--- src/rtl/pcm_tx_pkg.sv ---
package pcm_tx_pkg;

  localparam int SAMPLE_W = 24;
  localparam int POS_W    = 7;

  typedef logic [2:0] fmt_t;
  localparam fmt_t FMT_I2S   = 3'd0;
  localparam fmt_t FMT_MSBJ  = 3'd1;
  localparam fmt_t FMT_LSB16 = 3'd2;
  localparam fmt_t FMT_LSB18 = 3'd3;
  localparam fmt_t FMT_LSB20 = 3'd4;
  localparam fmt_t FMT_LSB24 = 3'd5;

  typedef enum logic [1:0] {
    RATIO_256 = 2'd0,
    RATIO_384 = 2'd1,
    RATIO_512 = 2'd2,
    RATIO_768 = 2'd3
  } sys_ratio_e;

  function automatic logic [POS_W-1:0] lsb_width(input fmt_t f);
    case (f)
      FMT_LSB16: return POS_W'(16);
      FMT_LSB18: return POS_W'(18);
      FMT_LSB20: return POS_W'(20);
      default:   return POS_W'(SAMPLE_W);
    endcase
  endfunction

  function automatic logic is_lsb_fmt(input fmt_t f);
    return (f >= FMT_LSB16) && (f <= FMT_LSB24);
  endfunction

endpackage

--- src/rtl/pcm_bclk_div.sv ---
module pcm_bclk_div #(
  parameter int BASE_HALF = 2
) (
  input  logic       clk,
  input  logic       rst,
  input  logic       en,
  input  logic [1:0] ratio,
  output logic       bclk,
  output logic       fall_tick
);
  localparam int MAX_HALF = BASE_HALF * 4;
  localparam int CNT_W    = $clog2(MAX_HALF);

  logic [CNT_W-1:0] cnt_q;
  logic [CNT_W-1:0] half_m1;
  logic             wrap;

  always_comb begin
    case (ratio)
      2'd0:    half_m1 = CNT_W'(BASE_HALF - 1);
      2'd1:    half_m1 = CNT_W'(BASE_HALF * 2 - 1);
      2'd2:    half_m1 = CNT_W'(BASE_HALF * 2 - 1);
      default: half_m1 = CNT_W'(BASE_HALF * 4 - 1);
    endcase
    wrap      = (cnt_q >= half_m1);
    fall_tick = en && !rst && wrap && bclk;
  end

  always_ff @(posedge clk) begin
    if (rst || !en) begin
      cnt_q <= '0;
      bclk  <= 1'b0;
    end else if (wrap) begin
      cnt_q <= '0;
      bclk  <= ~bclk;
    end else begin
      cnt_q <= cnt_q + 1'b1;
    end
  end
endmodule

--- src/rtl/pcm_edge_sync.sv ---
module pcm_edge_sync #(
  parameter int STAGES = 2
) (
  input  logic clk,
  input  logic rst,
  input  logic bclk_in,
  input  logic ws_in,
  output logic fall_tick,
  output logic ws_lvl
);
  logic [STAGES-1:0] bclk_sh;
  logic [STAGES-1:0] ws_sh;
  logic              bclk_prev;

  always_ff @(posedge clk) begin
    if (rst) begin
      bclk_sh   <= '1;
      ws_sh     <= '1;
      bclk_prev <= 1'b1;
    end else begin
      bclk_sh   <= {bclk_sh[STAGES-2:0], bclk_in};
      ws_sh     <= {ws_sh[STAGES-2:0], ws_in};
      bclk_prev <= bclk_sh[STAGES-1];
    end
  end

  assign fall_tick = bclk_prev & ~bclk_sh[STAGES-1];
  assign ws_lvl    = ws_sh[STAGES-1];
endmodule

--- src/rtl/pcm_framer.sv ---
module pcm_framer
  import pcm_tx_pkg::*;
#(
  parameter int SW       = SAMPLE_W,
  parameter int PW       = POS_W,
  parameter int INIT_LEN = 32
) (
  input  logic          clk,
  input  logic          rst,
  input  logic          tick,
  input  logic          master,
  input  logic          ws_ext,
  input  logic [PW-1:0] master_len,
  input  fmt_t          fmt,
  input  logic          src_sel,
  input  logic [SW-1:0] acq_l,
  input  logic [SW-1:0] acq_r,
  input  logic [SW-1:0] mix_l,
  input  logic [SW-1:0] mix_r,
  output logic          ws_o,
  output logic          sd_o
);
  localparam logic [PW-1:0] POS_MAX = '1;
  localparam int            IDX_W   = $clog2(SW);

  logic          chan_q;
  logic [PW-1:0] pos_q, meas_q;
  logic [SW-1:0] left_q, right_q;

  logic          boundary, nchan, frame_go, len_ok, bit_v;
  logic [PW-1:0] npos, slot_len, first, nbits, k;
  logic [SW-1:0] sel_l, sel_r, word;

  always_comb begin
    len_ok   = (pos_q != POS_MAX);
    boundary = master ? (pos_q >= master_len - 1'b1) : (ws_ext != chan_q);
    nchan    = chan_q ^ boundary;
    npos     = boundary ? '0 : (len_ok ? pos_q + 1'b1 : pos_q);
    frame_go = boundary & ~nchan;
    sel_l    = src_sel ? mix_l : acq_l;
    sel_r    = src_sel ? mix_r : acq_r;
    word     = nchan ? right_q : (frame_go ? sel_l : left_q);

    if (master)                  slot_len = master_len;
    else if (boundary && len_ok) slot_len = pos_q + 1'b1;
    else                         slot_len = meas_q;

    if (fmt == FMT_MSBJ) begin
      first = '0;
      nbits = PW'(SW);
    end else if (is_lsb_fmt(fmt)) begin
      nbits = lsb_width(fmt);
      first = (slot_len > nbits) ? slot_len - nbits : '0;
    end else begin
      first = PW'(1);
      nbits = PW'(SW);
    end

    k     = npos - first;
    bit_v = 1'b0;
    if (npos >= first && k < nbits)
      bit_v = word[IDX_W'(SW - 1) - k[IDX_W-1:0]];
  end

  always_ff @(posedge clk) begin
    if (rst) begin
      chan_q  <= 1'b1;
      pos_q   <= POS_MAX;
      meas_q  <= PW'(INIT_LEN);
      left_q  <= '0;
      right_q <= '0;
      sd_o    <= 1'b0;
    end else if (tick) begin
      chan_q <= nchan;
      pos_q  <= npos;
      sd_o   <= bit_v;
      if (!master && boundary && len_ok)
        meas_q <= pos_q + 1'b1;
      if (frame_go) begin
        left_q  <= sel_l;
        right_q <= sel_r;
      end
    end
  end

  assign ws_o = chan_q;
endmodule

--- src/rtl/pcm_serial_tx.sv ---
module pcm_serial_tx
  import pcm_tx_pkg::*;
#(
  parameter int SYNC_STAGES = 2,
  parameter int BASE_HALF   = 2
) (
  input  logic                clk,
  input  logic                rst,
  input  logic                master_en,
  input  logic [1:0]          sys_ratio,
  input  logic [2:0]          fmt,
  input  logic                src_sel,
  input  logic [SAMPLE_W-1:0] acq_left,
  input  logic [SAMPLE_W-1:0] acq_right,
  input  logic [SAMPLE_W-1:0] mix_left,
  input  logic [SAMPLE_W-1:0] mix_right,
  input  logic                bclk_i,
  input  logic                ws_i,
  output logic                bclk_o,
  output logic                ws_o,
  output logic                sd_o
);
  logic             m_fall, s_fall, s_ws, tick;
  logic [POS_W-1:0] master_len;
  sys_ratio_e       ratio_e;

  assign ratio_e    = sys_ratio_e'(sys_ratio);
  assign master_len = (ratio_e == RATIO_384 || ratio_e == RATIO_768) ? POS_W'(24) : POS_W'(32);
  assign tick       = master_en ? m_fall : s_fall;

  pcm_bclk_div #(.BASE_HALF(BASE_HALF)) u_div (
    .clk       (clk),
    .rst       (rst),
    .en        (master_en),
    .ratio     (sys_ratio),
    .bclk      (bclk_o),
    .fall_tick (m_fall)
  );

  pcm_edge_sync #(.STAGES(SYNC_STAGES)) u_sync (
    .clk       (clk),
    .rst       (rst),
    .bclk_in   (bclk_i),
    .ws_in     (ws_i),
    .fall_tick (s_fall),
    .ws_lvl    (s_ws)
  );

  pcm_framer u_framer (
    .clk        (clk),
    .rst        (rst),
    .tick       (tick),
    .master     (master_en),
    .ws_ext     (s_ws),
    .master_len (master_len),
    .fmt        (fmt),
    .src_sel    (src_sel),
    .acq_l      (acq_left),
    .acq_r      (acq_right),
    .mix_l      (mix_left),
    .mix_r      (mix_right),
    .ws_o       (ws_o),
    .sd_o       (sd_o)
  );
endmodule

--- config.mk ---
export PLATFORM = sky130hd
export DESIGN_NAME = pcm_serial_tx
export DESIGN_NICKNAME = d
export VERILOG_FILES = /design/src/rtl/pcm_tx_pkg.sv /design/src/rtl/pcm_bclk_div.sv /design/src/rtl/pcm_edge_sync.sv /design/src/rtl/pcm_framer.sv /design/src/rtl/pcm_serial_tx.sv
export SDC_FILE = /design/constraint.sdc
export NUM_CORES = 1
export LEC_CHECK = 0
export ABC_AREA = 1
export BUFFER_PORTS_ARGS = -buffer_cell sky130_fd_sc_hd__buf_2
export CAP_MARGIN = 20
export CORE_ASPECT_RATIO = 2
export CORE_MARGIN = 3
export CORE_UTILIZATION = 40
export CTS_CLUSTER_SIZE = 12
export DETAILED_ROUTE_END_ITERATION = 7
export PLACE_DENSITY_LB_ADDON = 0.15
export SLEW_MARGIN = 20
export SYNTH_ARGS = -nofsm -noshare
export SYNTH_HDL_FRONTEND = slang
export SYNTH_SLANG_ARGS = --single-unit
--- constraint.sdc ---
create_clock -name clk -period 7.4 [get_ports clk]
set_input_delay 1.85 -clock clk [delete_from_list [all_inputs] [get_ports clk]]
set_output_delay 1.85 -clock clk [all_outputs]
set_load 0.01 [all_outputs]
==> flow_metrics.env, run 1 <==
export IMPL_run_status="finished, final reports clean"
export IMPL_netSwitchingPower_uw=453
export IMPL_globalRouteTotalUtil_pct=21.8
export IMPL_p_int_uw=848
export IMPL_fin_tns_setup_ns=0
export IMPL_worst_setup_path_end_kind="flop"
export IMPL_io_pin_count=110
export IMPL_final_antenna_net_count=0
export IMPL_drv_slew=0
export IMPL_route_final_wire_length_um=14600
export IMPL_top_library_cells_by_usage_in_the_layout_fill_and_taps_aside="205 x nand2_1, 109 x buf_2, 87 x nand3_1"
export IMPL_core_area_um2=11700
export IMPL_critical_path_startpoint_type="input pin"
export IMPL_cpMaxStageDelayCell="fa_1"
export IMPL_synth_largest_area_cell="dfxtp_1"
export IMPL_power_static_leakage_uw=0.00279
export IMPL_clk_insertion_delay_late_ns=0.34
export IMPL_post_synth_main_area_contributors="dfxtp_1 30%, nand2_1 16%, nand3_1 9.1%, o21ai_0 6.2%, a21oi_1 5.7%"
export IMPL_drc=0
export IMPL_yosysTopAreaCellShare_pct=30.5
export IMPL_power_density_nw_per_um2=228
export IMPL_power_clock_fraction_pct=37.3
export IMPL_dp_hpwl_um=11200
export IMPL_design_final_nets=946
export IMPL_synth_seq_area_share_pct=30.5
export IMPL_syn_to_final_growth_pct=19.2
export IMPL_grt_max_degree=54
export IMPL_clock_slew_seen_by_the_registers_of_the_worst_setup_and_hold_paths_ns=0.06
export IMPL_cts_hold_repair_buffers=0
export IMPL_drt_pass1_iterations=5
export IMPL_comb_power_share_pct=31.0
export IMPL_setup_worst_path_class="in2reg"
export IMPL_power_switching_share_pct=34.8
export IMPL_floorplan_die_area_um2=13400
export IMPL_maxCapViolCount=0
export IMPL_grt_overflow=0
export IMPL_met3_usage_pct=3.70
export IMPL_finalWeightedCongestion=0.877
export IMPL_critical_path_most_common_cell="nand2_1"
export IMPL_layout_setup_ws_ns=1.31
export IMPL_max_slew_worst_pin_slew_ns=0.889
export IMPL_crit_path_max_fanout=9
export IMPL_clock_sinks=73
export IMPL_wire_length_of_the_first_global_routing_pass_um=23600
export IMPL_maxSlewHeadroom_pct=40.7
export IMPL_vdd_ir_drop_worst_mv=0.125
export IMPL_highest_clock_rate_ghz=0.164
export IMPL_worstPathArrival_ns=6.35
export IMPL_cp_data_required_time_ns=7.67
export IMPL_ys_types=40
export IMPL_post_syn_instances=735
export IMPL_post_cts_setup_buffers=0
export IMPL_drive_above_1_share_pct=20.0
export IMPL_rsz0062_at_grt="false"
export IMPL_final_period_utilization_pct=82.3
export IMPL_post_place_ws_ns=1.01
export IMPL_syn_mean_instance_area_um2=6.52
export IMPL_dr_first_iter_drc_count=258
export IMPL_diodes=0
export IMPL_synthesis_yosys_warnings=0
export IMPL_netlist_area_um2=4790
export IMPL_report_final_setup_viol=0
export IMPL_ctsRootBufferMaster="clkbuf_16"
export IMPL_tritoncts_num_buffers=9
export IMPL_register_bit_count_reported_by_yosys=73
export IMPL_final_common_cell="nand2_1"
export IMPL_routed_wire_length_per_instance_um=15.1
export IMPL_min_period_ns=6.09
export IMPL_horizontal_die_dimension_um=83.4
export IMPL_placement_io_buffers=109
export IMPL_antenna_found_initial=0
export IMPL_starting_density_of_the_core_pct=41.0
export IMPL_hold_viol=0
export IMPL_cts_tree="yes"
export IMPL_seq_power_share_pct=31.7
export IMPL_grt_met2_usage_pct=40.4
export IMPL_filler_cells_inserted=1167
export IMPL_critPathMaxStageDelay_ns=0.41
export IMPL_cts_repair_resize_count=0
export IMPL_die_height_um=161
export IMPL_site_rows=56
export IMPL_hold_path_class="reg2reg"
export IMPL_cts_max_path_buffers=2
export IMPL_vias=5151
export IMPL_global_route_usage_met1_pct=21.3
export IMPL_mappedNetlistNets=862
export IMPL_h_tree_level_count=3
export IMPL_grt_busiest_layer="met2"
export IMPL_grt_pass1_vias=5167
export IMPL_viasPerCell=5.32
export IMPL_clock_skew_final_ns=0.00637
worst max-delay path: cells and delay by family:
kind                       cells  cell delay (ns)
and+or+nand+nor               15             1.41
buffers and inverters          5             0.40
AOI/OAI and AO/OA              6             0.88
adders and majority gates      6             1.79
cells in the mapped netlist (all sizes together):
library cell and n:
o21bai 1, dfxtp 73, inv 59, o211ai 11
a21oi 56, nand2 207, clkbuf 26, clkinv 2
nand3 91, o221ai 1, o21ai 60, or2 17
nand4 10, buf 15, a21o 1, a21boi 2
xnor2 4, nor3b 1, a31oi 24, nor3 1
ha 18, a211oi 11, nor2 33, nand3b 3
fa 2, xor2 6
cells by family (layout without fill, tap and decap cells):
| group | Yosys count | count (layout) | synth area share [%] |
|---|---|---|---|
| compound gates | 167 | 167 | 19.9 |
| xor+xnor | 10 | 10 | 1.83 |
| fa+ha+maj | 20 | 20 | 5.54 |
| buf+inv | 102 | 191 | 8.41 |
| flops | 73 | 73 | 30.5 |
| simple gates | 363 | 363 | 33.8 |
flip-flops by register name, indices dropped and copies added, names as in the netlist:
register and cells:
u_div.cnt_q 3, u_framer.right_q 24, u_framer.left_q 24, u_framer.ws_o 1
u_sync.bclk_sh 2, u_framer.pos_q 7, u_framer.sd_o 1, u_sync.ws_sh 2
u_sync.bclk_prev 1, u_div.bclk 1, u_framer.meas_q 7
through the flow:
| stage | area (µm²) | cells | total power (µW) | hold WS (ns) | util (%) |
|---|---|---|---|---|---|
| finish | 5710 | 969 | 1300 | 0.412 | 48.8 |
| global route | 5710 | 969 | 1380 | 0.419 | 48.8 |
| CTS | 5710 | 969 | 1310 | 0.417 | 48.8 |
| detailed placement | 5390 | 953 | 822 | 0.398 | 46.0 |
| global placement | 5390 | 953 | 818 | 0.395 | 46.0 |
| floorplan | 4790 | 735 | 702 | 0.389 | - |
area by class of cell:
| cell class | count | area, µm² | area share (%) |
|---|---|---|---|
| multi-input cells | 560 | 2930 | 51.3 |
| flip-flops and latches | 73 | 1460 | 25.6 |
| repair buffers | 114 | 583 | 10.2 |
| inverters | 61 | 229 | 4.01 |
| clock buffers | 9 | 225 | 3.94 |
| well taps | 145 | 181 | 3.18 |
| clock inverters | 7 | 100 | 1.75 |
power groups by stage:
stage	Sequential [µW]	Clock, µW	Combinational, µW
final	412	486	404
after global routing	413	514	456
after CTS	412	497	405
after detailed placement	421	0	402
after global placement	420	0	398
after floorplan	418	0	284
path summary, 6_finish.rpt:
path                                       start                    endpoint  slack, ns  cells past startpoint
setup / recovery                    sys_ratio[0]  u_framer.sd_o$_SDFFE_PP0P_       1.31                     32
hold / removal        u_sync.ws_sh[0]$_SDFF_PP1_  u_sync.ws_sh[1]$_SDFF_PP1_       0.41                      1
setup reg to reg  u_framer.pos_q[0]$_SDFFE_PP1P_  u_framer.sd_o$_SDFFE_PP0P_       2.35                     30
hold reg to reg       u_sync.ws_sh[0]$_SDFF_PP1_  u_sync.ws_sh[1]$_SDFF_PP1_       0.41                      1
metal layers:
| layer | routed length [µm] | part of all wire, % | vias up |
|---|---|---|---|
| li1 | - | - | 2648 |
| met1 | 5450 | 37 | 2302 |
| met2 | 7730 | 53 | 148 |
| met3 | 501 | 3.4 | 53 |
| met4 | 930 | 6.4 | 0 |
| met5 | 0 | 0 | - |
No activity file was read; power rests on OpenSTA's default activity.
==> run 2, diff against run 1 <==
- clock period: 7.4 -> 5.3 ns (I/O delays scaled with it)
==> run 2 against run 1 <==
Compared with the run above:
- worst setup slack worse by 1.1 ns
- routed wire length is 0.33% higher
- highest routed layer unchanged
- via count is 1.6% higher
- non-clock buffer count is 27 higher
- clock power is 30% higher
- register-to-register slack worse by 1.7 ns
- critical path type unchanged
- final cell count is 2.7% higher
- critical endpoint unchanged
- largest cell class unchanged
==> flow_metrics.env, run 2 (synthesized netlist as in run 1, its figures left out) <==
export IMPL_run_status="finished, final reports clean"
export IMPL_fin_tns_setup_ns=0
export IMPL_layout_setup_ws_ns=0.239
export IMPL_final_period_utilization_pct=95.5
export IMPL_critical_path_most_common_cell="nand2_1"
export IMPL_ctsRootBufferMaster="clkbuf_16"
export IMPL_tritoncts_num_buffers=9
export IMPL_hold_path_startpoint="u_sync.ws_sh[0]$_SDFF_PP1_"
export IMPL_vias=5235
export IMPL_routed_wire_length_per_instance_um=14.7
export IMPL_viasPerCell=5.26
export IMPL_post_place_ws_ns=-0.276
export IMPL_grt_overflow=0
export IMPL_register_to_register_path_depth=29
export IMPL_power_uw=1870
export IMPL_drc=0
export IMPL_registers_with_the_highest_flip_flop_counts="u_framer.left_q (24), u_framer.right_q (24)"
export IMPL_clk_insertion_delay_late_ns=0.33
export IMPL_critical_path_top_delay_family="adder cells"
export IMPL_rr_startpoint="u_framer.pos_q[0]$_SDFFE_PP1P_"
export IMPL_crit_path_max_fanout=6
export IMPL_final_antenna_net_count=0
export IMPL_die_height_um=161
export IMPL_design_final_nets=973
export IMPL_globalRouteTotalUtil_pct=21.9
export IMPL_dp_hpwl_um=11100
export IMPL_route_final_wire_length_um=14700
export IMPL_clock_slew_seen_by_the_registers_of_the_worst_setup_and_hold_paths_ns=0.06
export IMPL_report_final_setup_viol=0
export IMPL_clock_sinks=73
export IMPL_diodes=0
export IMPL_cts_hold_repair_buffers=0
export IMPL_max_slew_worst_pin_slew_ns=0.796
export IMPL_finalWeightedCongestion=0.892
export IMPL_highest_clock_rate_ghz=0.198
export IMPL_core_area_um2=11700
export IMPL_drt_pass1_iterations=4
export IMPL_antenna_found_initial=0
export IMPL_top_library_cells_by_usage_in_the_layout_fill_and_taps_aside="199 x nand2_1, 108 x buf_2, 84 x nand3_1"
export IMPL_h_tree_level_count=3
export IMPL_critical_path_startpoint_type="input pin"
export IMPL_end_of_the_worst_register_to_register_path="u_framer.sd_o$_SDFFE_PP0P_"
export IMPL_dr_first_iter_drc_count=179
export IMPL_horizontal_die_dimension_um=83.4
export IMPL_worstPathArrival_ns=5.32
export IMPL_min_period_ns=5.06
export IMPL_final_common_cell="nand2_1"
export IMPL_vdd_ir_drop_worst_mv=0.197
export IMPL_grt_max_degree=53
export IMPL_cp_data_required_time_ns=5.56
export IMPL_reg2reg_setup_slack_ns=0.61
export IMPL_timing_critical_path_buf_inv=6
export IMPL_critPathMaxStageDelay_ns=0.42
export IMPL_starting_density_of_the_core_pct=41.0
export IMPL_maxSlewHeadroom_pct=46.9
export IMPL_power_static_leakage_uw=0.00294
export IMPL_drv_slew=0
export IMPL_syn_to_final_growth_pct=26.9
export IMPL_clock_skew_final_ns=0.00668
export IMPL_floorplan_die_area_um2=13400
export IMPL_worst_setup_path_end_kind="flop"
export IMPL_setup_worst_path_class="in2reg"
export IMPL_cpMaxStageDelayCell="fa_2"
export IMPL_min_delay_worst_endpoint="u_sync.ws_sh[1]$_SDFF_PP1_"
export IMPL_cts_tree="yes"
export IMPL_grt_pass1_vias=5177
export IMPL_hold_viol=0
export IMPL_power_density_nw_per_um2=308
export IMPL_maxCapViolCount=0
export IMPL_placement_io_buffers=109
export IMPL_io_pin_count=110
export IMPL_worst_hold_path_num_cells=1
export IMPL_drive_above_1_share_pct=26.0
export IMPL_site_rows=56
export IMPL_hold_path_class="reg2reg"
export IMPL_wire_length_of_the_first_global_routing_pass_um=24100
export IMPL_cts_max_path_buffers=2
[run 2: cell count changes in the layout (fill, tap and decap cells not counted), moves of 5 or more]
| cell | delta |
|---|---|
| buf_4 | +25 |
| ha_1 | -7 |
| ha_4 | +5 |
| inv_1 | -5 |
| inv_2 | +5 |
| nand2_1 | -6 |
| nand2_2 | +6 |
[run 2: how the worst max path moves through the flow]
stage | start | end | slack (ns) | cells past startpoint
6_report | sys_ratio[0] | u_framer.sd_o$_SDFFE_PP0P_ | 0.24 | 31
5_1_grt | sys_ratio[0] | u_framer.sd_o$_SDFFE_PP0P_ | -0.04 | 32
4_1_cts | sys_ratio[0] | u_framer.sd_o$_SDFFE_PP0P_ | 0.04 | 29
3_5_place_dp | sys_ratio[0] | u_framer.sd_o$_SDFFE_PP0P_ | -0.28 | 29
3_3_place_gp | sys_ratio[0] | u_framer.sd_o$_SDFFE_PP0P_ | -0.12 | 29
2_1_floorplan | sys_ratio[0] | u_framer.sd_o$_SDFFE_PP0P_ | 0.11 | 31
[run 2: metrics by stage]
| step | cells | hold slack, ns | cell area, µm² | utilization, % |
|---|---|---|---|---|
| global route | 995 | 0.430 | 6080 | 52.0 |
| CTS | 989 | 0.414 | 5860 | 50.1 |
| global placement | 974 | 0.395 | 5540 | 47.4 |
| finish | 995 | 0.412 | 6080 | 52.0 |
| floorplan | 735 | 0.389 | 4790 | - |
| detailed placement | 974 | 0.396 | 5540 | 47.4 |
[run 2: final cells by class]
class / count / area, µm²
Tap cell: 145 / 181
Clock inverter: 3 / 47.5
Timing Repair Buffer: 141 / 800
Clock buffer: 12 / 267
Multi-Input combinational cell: 560 / 3100
Fill cell: 1206 / 5620
Inverter: 61 / 229
Sequential cell: 73 / 1460
[run 2: timing repair]
item | CTS | global route
setup endpoints to repair | 0 | 1
resized for setup | 0 | 41
setup buffers | 0 | 6
[run 2: routing by layer]
metal / global-route usage (%) / vias up / share of wire, %
li1: - / 2698 / -
met1: 22.7 / 2366 / 37
met2: 41.7 / 135 / 55
met3: 2.62 / 36 / 3.5
met4: 12.0 / 0 / 4.5
met5: 0 / - / 0
[run 2: worst register-to-register path, delay by kind of cell (launching register included)]
kind	cells	cell delay [ns]
flip-flops	1	0.44
adder cells (fa/ha/maj)	5	1.44
buffers and inverters	4	0.52
AO/OA/AOI/OAI	6	0.81
AND/OR/NAND/NOR	14	1.41
[run 2: power by group]
part           internal (µW)  leakage (µW)  switching, µW
clock network            403      0.000155            231
registers                566      0.000593           10.0
logic                    273       0.00219            391
==> run 3, diff against run 2 <==
==> constraint.sdc (replaced) <==
create_clock -name clk -period 5.3 [get_ports clk]
set_input_delay 1.06 -clock clk [delete_from_list [all_inputs] [get_ports clk]]
set_output_delay 1.06 -clock clk [all_outputs]
set_load 0.01 [all_outputs]
==> run 3 against run 2 <==
Compared with the run above:
- fmax is 2.1% higher
- sequential power about the same
- power decreased by 4.9%
- die area unchanged
- sequential share of layout area grew 1.1 points
- critical endpoint unchanged
- clock-buffer cell count shrank 3
- global-route usage is 0.64 points lower
- clock skew is 0.0034 ns higher
- utilization down 2.3 points
- final area down 4.4%
- non-clock buffer count shrank 16
- highest routed layer unchanged
- first-iteration DRC count up 26%
==> flow_metrics.env, run 3 (synthesized netlist as in run 1, its figures left out) <==
export IMPL_power_uw=1780
export IMPL_layout_area_seq_um2=1460
export IMPL_final_antenna_net_count=0
export IMPL_globalRouteTotalUtil_pct=21.3
export IMPL_worst_setup_path_end_kind="flop"
export IMPL_cts_tree="yes"
export IMPL_rr_startpoint="u_framer.pos_q[0]$_SDFFE_PP1P_"
export IMPL_highest_clock_rate_ghz=0.202
export IMPL_clock_sinks=73
export IMPL_ctsRootBufferMaster="clkbuf_16"
export IMPL_hold_path_class="reg2reg"
export IMPL_registers_with_the_highest_flip_flop_counts="u_framer.left_q (24), u_framer.right_q (24)"
export IMPL_run_status="finished, final reports clean"
export IMPL_min_period_ns=4.96
export IMPL_placement_io_buffers=109
export IMPL_drt_pass1_iterations=4
export IMPL_top_library_cells_by_usage_in_the_layout_fill_and_taps_aside="205 x nand2_1, 109 x buf_2, 87 x nand3_1"
export IMPL_tritoncts_num_buffers=9
export IMPL_site_rows=56
export IMPL_report_final_setup_viol=0
export IMPL_grt_pass1_vias=4998
export IMPL_maxCapViolCount=0
export IMPL_drv_slew=0
export IMPL_drive_above_1_share_pct=21.8
export IMPL_setup_worst_path_class="in2reg"
export IMPL_wire_length_of_the_first_global_routing_pass_um=23300
export IMPL_vdd_ir_drop_worst_mv=0.183
export IMPL_cpMaxStageDelayCell="fa_1"
export IMPL_area_of_all_placed_cells_without_fillers_um2=5820
export IMPL_placedInstanceArea_um2=5450
export IMPL_design_final_nets=958
export IMPL_grt_max_degree=53
export IMPL_cts_max_path_buffers=2
export IMPL_numPlacedInstances=961
export IMPL_drc=0
export IMPL_worstPathArrival_ns=5.22
export IMPL_vias=5187
export IMPL_routed_wire_length_per_instance_um=14.7
export IMPL_viasPerCell=5.29
export IMPL_horizontal_die_dimension_um=83.4
export IMPL_critical_path_most_common_cell="nand2_1"
export IMPL_io_pin_count=110
export IMPL_postLayoutCoreUtil_pct=49.7
export IMPL_diodes=0
export IMPL_core_area_um2=11700
export IMPL_critical_path_startpoint_type="input pin"
export IMPL_die_height_um=161
export IMPL_starting_density_of_the_core_pct=41.0
export IMPL_antenna_found_initial=0
export IMPL_max_slew_worst_pin_slew_ns=0.713
export IMPL_critPathMaxStageDelay_ns=0.46
export IMPL_layoutNonFillerInstCount=981
export IMPL_hold_path_startpoint="u_sync.bclk_sh[0]$_SDFF_PP1_"
export IMPL_hold_viol=0
export IMPL_grt_overflow=0
export IMPL_filler_cells_inserted=1216
export IMPL_timing_critical_path_buf_inv=4
export IMPL_cp_data_required_time_ns=5.56
export IMPL_final_common_cell="nand2_1"
export IMPL_worst_setup_path_startpoint="sys_ratio[0]"
export IMPL_dr_first_iter_drc_count=226
export IMPL_floorplan_die_area_um2=13400
export IMPL_power_density_nw_per_um2=306
export IMPL_finalWeightedCongestion=0.871
export IMPL_critical_path_top_delay_family="adder cells"
export IMPL_rsz0062_at_grt="false"
export IMPL_multiInputGateArea_um2=2960
export IMPL_dp_hpwl_um=10900
export IMPL_clock_skew_final_ns=0.0101
export IMPL_final_period_utilization_pct=93.6
export IMPL_crit_path_max_fanout=6
export IMPL_clk_insertion_delay_late_ns=0.34
export IMPL_clock_slew_seen_by_the_registers_of_the_worst_setup_and_hold_paths_ns=0.07
export IMPL_h_tree_level_count=3
export IMPL_power_static_leakage_uw=0.00284
export IMPL_maxSlewHeadroom_pct=52.4
export IMPL_route_final_wire_length_um=14400
export IMPL_syn_to_final_growth_pct=21.4
-- run 3: cell types whose count changed in the layout (fill, tap and decap cells not counted), moves of 5 or more --
cell / previous run / this run
nand2_1: 199 / 205
ha_1: 11 / 16
buf_4: 30 / 15
nand2_2: 8 / 2
ha_4: 5 / 0
inv_1: 49 / 54
inv_2: 10 / 5
-- run 3: worst paths after layout --
path | end | slack (ns) | cells after the start
worst max-delay path | u_framer.sd_o$_SDFFE_PP0P_ | 0.34 | 28
worst min-delay path | u_sync.bclk_sh[1]$_SDFF_PP1_ | 0.41 | 1
worst max register to register | u_framer.sd_o$_SDFFE_PP0P_ | 0.58 | 26
worst min register to register | u_sync.bclk_sh[1]$_SDFF_PP1_ | 0.41 | 1
-- run 3: area by class of cell --
cell class                      instances  area share, %
Multi-Input combinational cell        561           50.9
Inverter                               61           3.94
Timing Repair Buffer                  125           11.8
Clock buffer                            9           3.87
Clock inverter                          7           1.23
Tap cell                              145           3.12
Sequential cell                        73           25.1
-- run 3: per-stage QoR --
step                      TNS (ns)  hold WS (ns)  setup slack (ns)
after floorplan                  0         0.389             0.370
after detailed placement   -0.0752         0.401           -0.0752
final                            0         0.413             0.342
after CTS                        0         0.418             0.283
after global routing             0         0.438            0.0314
after global placement           0         0.395             0.112
-- run 3: timing repair --
action | CTS | global route
buffers inserted | 0 | 2
endpoints found under the setup margin | 0 | 1
hold buffers | 0 | 0
resized for setup | 0 | 6
-- run 3: where the power goes --
group	internal, µW	switching, µW
combinational	226	369
sequential	565	9.85
clock	332	278
-- run 3: routing by layer --
metal | share of wire (%) | vias to the layer above | global-route usage, %
met5 | 0 | - | 0
met4 | 5.1 | 0 | 13.8
met3 | 3.7 | 35 | 2.31
met2 | 54 | 144 | 39.0
met1 | 38 | 2328 | 22.6
li1 | - | 2680 | -
